## src/rtl/statreg_pkg.sv

```systemverilog
package statreg_pkg;
  localparam int NUM_FLAGS = 3;
  localparam int REG_W     = 8;
  localparam int TO_BIT    = 4;
  localparam int PD_BIT    = 3;
  localparam int RSV_LO    = 5;

  typedef struct packed {
    logic [NUM_FLAGS-1:0] takeAlu;
    logic [NUM_FLAGS-1:0] takeWr;
    logic                 clrTo;
    logic                 clrPd;
  } strobes_t;
endpackage

```

## src/rtl/statreg_ctrl.sv

```systemverilog
module statreg_ctrl
  import statreg_pkg::*;
(
  input  logic [NUM_FLAGS-1:0] flagUpd,
  input  logic                 wrEn,
  input  logic                 wdtTimeout,
  input  logic                 sleepEvt,
  output strobes_t             strb
);
  logic anyUpd;

  always_comb begin
    anyUpd       = |flagUpd;
    strb.takeAlu = flagUpd;
    strb.takeWr  = {NUM_FLAGS{wrEn & ~anyUpd}};
    strb.clrTo   = wdtTimeout;
    strb.clrPd   = sleepEvt;
  end
endmodule

```

## src/rtl/statreg_dp.sv

```systemverilog
module statreg_dp
  import statreg_pkg::*;
(
  input  logic                 clk,
  input  logic                 rstN,
  input  strobes_t             strb,
  input  logic [NUM_FLAGS-1:0] aluFlags,
  input  logic [REG_W-1:0]     wrData,
  output logic [REG_W-1:0]     statusOut
);
  logic [NUM_FLAGS-1:0] flagQ;
  logic                 toQ;
  logic                 pdQ;

  for (genvar i = 0; i < NUM_FLAGS; i++) begin : g_flag
    always_ff @(posedge clk) begin
      if (!rstN)                flagQ[i] <= 1'b0;
      else if (strb.takeAlu[i]) flagQ[i] <= aluFlags[i];
      else if (strb.takeWr[i])  flagQ[i] <= wrData[i];
    end

    AST_ALU_WINS: assert property (@(posedge clk) disable iff (!rstN)
      strb.takeAlu[i] |=> flagQ[i] == $past(aluFlags[i]));
    AST_WR_LANDS: assert property (@(posedge clk) disable iff (!rstN)
      (strb.takeWr[i] && !strb.takeAlu[i]) |=> flagQ[i] == $past(wrData[i]));
    AST_FLAG_HOLD: assert property (@(posedge clk) disable iff (!rstN)
      (!strb.takeWr[i] && !strb.takeAlu[i]) |=> $stable(flagQ[i]));
  end

  always_ff @(posedge clk) begin
    if (!rstN) begin
      toQ <= 1'b1;
      pdQ <= 1'b1;
    end else begin
      if (strb.clrTo) toQ <= 1'b0;
      if (strb.clrPd) pdQ <= 1'b0;
    end
  end

  always_comb begin
    statusOut                      = '0;
    statusOut[NUM_FLAGS-1:0]       = flagQ;
    statusOut[TO_BIT]              = toQ;
    statusOut[PD_BIT]              = pdQ;
  end

  AST_TO_NO_RISE: assert property (@(posedge clk) disable iff (!rstN)
    !$rose(toQ));
  AST_PD_NO_RISE: assert property (@(posedge clk) disable iff (!rstN)
    !$rose(pdQ));
  AST_TO_CLEAR: assert property (@(posedge clk) disable iff (!rstN)
    strb.clrTo |=> !toQ);
  AST_PD_CLEAR: assert property (@(posedge clk) disable iff (!rstN)
    strb.clrPd |=> !pdQ);
endmodule

```

## src/rtl/status_flag_reg.sv

```systemverilog
module status_flag_reg
  import statreg_pkg::*;
(
  input  logic                 clk,
  input  logic                 rstN,
  input  logic [NUM_FLAGS-1:0] aluFlags,
  input  logic [NUM_FLAGS-1:0] flagUpd,
  input  logic                 wrEn,
  input  logic [REG_W-1:0]     wrData,
  input  logic                 wdtTimeout,
  input  logic                 sleepEvt,
  output logic [REG_W-1:0]     statusOut
);
  strobes_t strb;

  statreg_ctrl ctrl_i (
    .flagUpd    (flagUpd),
    .wrEn       (wrEn),
    .wdtTimeout (wdtTimeout),
    .sleepEvt   (sleepEvt),
    .strb       (strb)
  );

  statreg_dp dp_i (
    .clk       (clk),
    .rstN      (rstN),
    .strb      (strb),
    .aluFlags  (aluFlags),
    .wrData    (wrData),
    .statusOut (statusOut)
  );

  AST_RSV_ZERO: assert property (@(posedge clk) disable iff (!rstN)
    statusOut[REG_W-1:RSV_LO] == '0);
  AST_RESET_VAL: assert property (@(posedge clk)
    !rstN |=> statusOut == 8'h18);
  AST_WR_MASKED: assert property (@(posedge clk) disable iff (!rstN)
    (|flagUpd && !flagUpd[0]) |=> statusOut[0] == $past(statusOut[0]));
endmodule

```

## config.mk

```make
export PLATFORM = sky130hd
export DESIGN_NAME = status_flag_reg
export DESIGN_NICKNAME = d
export VERILOG_FILES = /design/src/rtl/statreg_pkg.sv /design/src/rtl/statreg_ctrl.sv /design/src/rtl/statreg_dp.sv /design/src/rtl/status_flag_reg.sv
export SDC_FILE = /design/constraint.sdc
export NUM_CORES = 1
export LEC_CHECK = 0
export ABC_AREA = 1
export BUFFER_PORTS_ARGS = -buffer_cell sky130_fd_sc_hd__buf_2
export CAP_MARGIN = 20
export CORE_AREA = 2 2 39 41
export CTS_CLUSTER_SIZE = 16
export DETAILED_ROUTE_END_ITERATION = 10
export DIE_AREA = 0 0 41 43
export GPL_TIMING_DRIVEN = 0
export HOLD_SLACK_MARGIN = 0.03
export PLACE_DENSITY_LB_ADDON = 0.08
export REMOVE_ABC_BUFFERS = 1
export SKIP_LAST_GASP = 1
export SLEW_MARGIN = 20
export SYNTH_ARGS = -nofsm -noshare
export SYNTH_HDL_FRONTEND = slang
export SYNTH_HIERARCHICAL = 1
export SYNTH_SLANG_ARGS = --single-unit
```

## constraint.sdc

```tcl
create_clock -name clk -period 1.32 [get_ports clk]
set_clock_uncertainty 0.2 [all_clocks]
set_input_delay 0.264 -clock clk [delete_from_list [all_inputs] [get_ports clk]]
set_output_delay 0.264 -clock clk [all_outputs]
set_load 0.02 [all_outputs]
```

==> impl_metrics.json <==
{
  "run_status": "finished clean",
  "first_pass_iters": 2,
  "grt_util_all_layers_pct": 8.74,
  "floorplan.core_area_sq_um": 1380,
  "yosys-top-cells-count": "sky130_fd_sc_hd__buf_4 (12), sky130_fd_sc_hd__inv_1 (11), sky130_fd_sc_hd__nor2_1 (10)",
  "yosysTopAreaCellShare_pct": 30.5,
  "layout_worst_path_cycle_share_pct": 90.0,
  "setup_tns_ns": 0,
  "synth_simple_gate_area_share_pct": 20.6,
  "p_clk_share_pct": 41.8,
  "routed-via-count": 285,
  "worst_ep_arrival_time_ns": 0.72,
  "synth_enable_flop_cells": 0,
  "post_synth_mux_area_share_pct": 0,
  "p_leak_uw": 0.000247,
  "final.min_clock_period_ns": 1.19,
  "gpl.final_weighted_congestion": 0.573,
  "switch_share_pct": 27.9,
  "clock-root-buffer": "sky130_fd_sc_hd__clkbuf_4",
  "rsz_0062_raised_after_global_routing": "false",
  "combPwrFrac_pct": 19.6,
  "finalInstanceArea_sq_um": 402,
  "port_buffers": 18,
  "synth_async_sr_flop_share_pct": 0,
  "floorplan.rows": 14,
  "io_pins": 27,
  "crit_fanout": 2,
  "dpl_worst_slack_ns": -0.0138,
  "endpoint_type_of_the_worst_setup_path": "output pin",
  "dr.max_layer_used": "met3",
  "worst_path_max_delay_cell": "sky130_fd_sc_hd__dfxtp_1",
  "num_antenna_cells": 0,
  "routedWlPerCell_um": 7.63,
  "initial_utilization_pct": 23.7,
  "report.final.setup_viol": 0,
  "crit_family": "flip-flops",
  "start_kind": "register",
  "wl_met3_um": 47,
  "crit_path_max_incr_delay_ns": 0.32,
  "crit_path_cell_trace": "buf_2",
  "postSynthRegisterBits": 5,
  "max-clock-path-buffers": 2,
  "synthDominantAreaCellType": "sky130_fd_sc_hd__dfxtp_1",
  "area_growth_syn_to_layout_pct": 22.5,
  "grt_overflow": 0,
  "worst-endpoint-required_ns": 0.86,
  "fin_nets": 86,
  "worst_skew_late_latency_ns": 0.24,
  "clock_sinks": 5,
  "finalCoreUtilization_pct": 29.0,
  "detail_route.drc_violations": 0,
  "max_cap_violations": 0,
  "syn_area_per_cell_sq_um": 6.30,
  "synth_compound_gate_area_share_pct": 7.63,
  "synth_most_common_cell": "sky130_fd_sc_hd__buf_4",
  "grt_pass1_wl_um": 979,
  "switching_power_uw": 121,
  "number_of_antenna_violations_at_the_first_check_in_global_routing": 0,
  "worstSetupPathType": "register to output pin",
  "ys_seq_area_share_pct": 30.5,
  "count_of_mapped_cells_out_of_synthesis": 52,
  "wl_met1_um": 271,
  "yosys.area_share.xor_xnor_pct": 0,
  "detail_placement_hpwl_um": 496,
  "worst-path-buf-inv": 1,
  "route.detailed.vias_per_inst": 3.48,
  "final-max-slew-violation-count": 0,
  "met2WireLength_um": 308,
  "yosys_warnings": 6,
  "maxClockFrequency_mhz": 842,
  "grt_max_degree": 7,
  "synth_top_family_by_area": "buffers and inverters",
  "intPower_uw": 313,
  "cts_max_level": 1,
  "place_area_sq_um": 355,
  "die_width_um": 41,
  "routed_wl_um": 626,
  "worst_slack_ns": 0.132,
  "die_area_sq_um": 1760,
  "worst_ir_drop_vdd_mv": 0.388,
  "die-height_um": 43,
  "drive_above_1_share_pct": 31.8,
  "tritoncts.num_buffers": 3,
  "area_of_the_mapped_netlist_sq_um": 328,
  "antenna_left": 0,
  "clkTransAtPathRegs_ns": 0.04,
  "cts_tree": "built",
  "synth_cell_type_count": 8,
  "min_path_type": "primary input to register",
  "iteration_0_drc_markers": 3,
  "first_global_vias": 258,
  "hold_violations": 0,
  "synthFlopType": "sky130_fd_sc_hd__dfxtp_1",
  "power.sequential.fraction_pct": 38.5,
  "power.density_nw_per_um2": 1080,
  "synth_adder_area_share_pct": 0,
  "synthTopCellsByArea": "sky130_fd_sc_hd__dfxtp_1 (31%), sky130_fd_sc_hd__buf_4 (27%), sky130_fd_sc_hd__inv_1 (13%)"
}
## cell families after synthesis
logic type | Yosys count
other cells | 1
compound gates | 5
simple gates | 18
flops | 5
buf+inv | 23
## final cells by class
class / count / area, sq um
timing repair buffer: 20 / 110
tap: 16 / 20.0
clock buffer: 4 / 26.3
sequential: 5 / 100
fill: 163 / 982
inverter: 11 / 41.3
multi-input combinational: 26 / 104
## registers in the layout, summed over array words and instances, names as in the netlist
register,flops
dp_i/pdQ,1
dp_i/statusOut,3
dp_i/toQ,1
## repair_timing
action	CTS	global route
setup buffers	0	0
resized for setup	0	0
hold buffers	2	0
endpoints found under the hold margin	2	0
## metal layers
metal,up-vias,track usage [%]
li1,163,-
met1,114,10.3
met2,8,11.6
met3,0,1.57
met4,0,10.0
met5,-,0
## through the flow
step           instances  total power (uW)  hold slack (ns)
2_1_floorplan         42               216            0.140
3_3_place_gp          76               253            0.255
3_5_place_dp          76               252            0.252
4_1_cts               82               449           0.0530
5_1_grt               82               468           0.0726
6_report              82               434           0.0562
## path summary, 6_finish.rpt
kind	start	end	slack [ns]	depth (start not counted)
min	rstN	dp_i/pdQ	0.06	2
max	dp_i/pdQ	statusOut[3]	0.13	1
max reg2reg	dp_i/statusOut[0]	dp_i/statusOut[0]	0.47	4
min reg2reg	dp_i/pdQ	dp_i/pdQ	0.25	2
## power groups by stage
stage	Combinational, uW	Sequential [uW]	Clock, uW
final	85.2	167	182
after floorplan	31.9	184	0
after global placement	82.2	170	0
after global routing	97.1	168	203
after CTS	86.5	167	195
after detailed placement	81.7	170	0
## cell usage in the layout, fill, tap and decap left out, drive strengths merged
| cell | count |
|---|---|
| inv | 11 |
| clkbuf | 4 |
| buf | 18 |
| o21ai | 5 |
| dlygate4sd3 | 2 |
| conb | 3 |
| dfxtp | 5 |
| nor2 | 10 |
| nand2 | 8 |
Power figures use the tool's default switching activity.
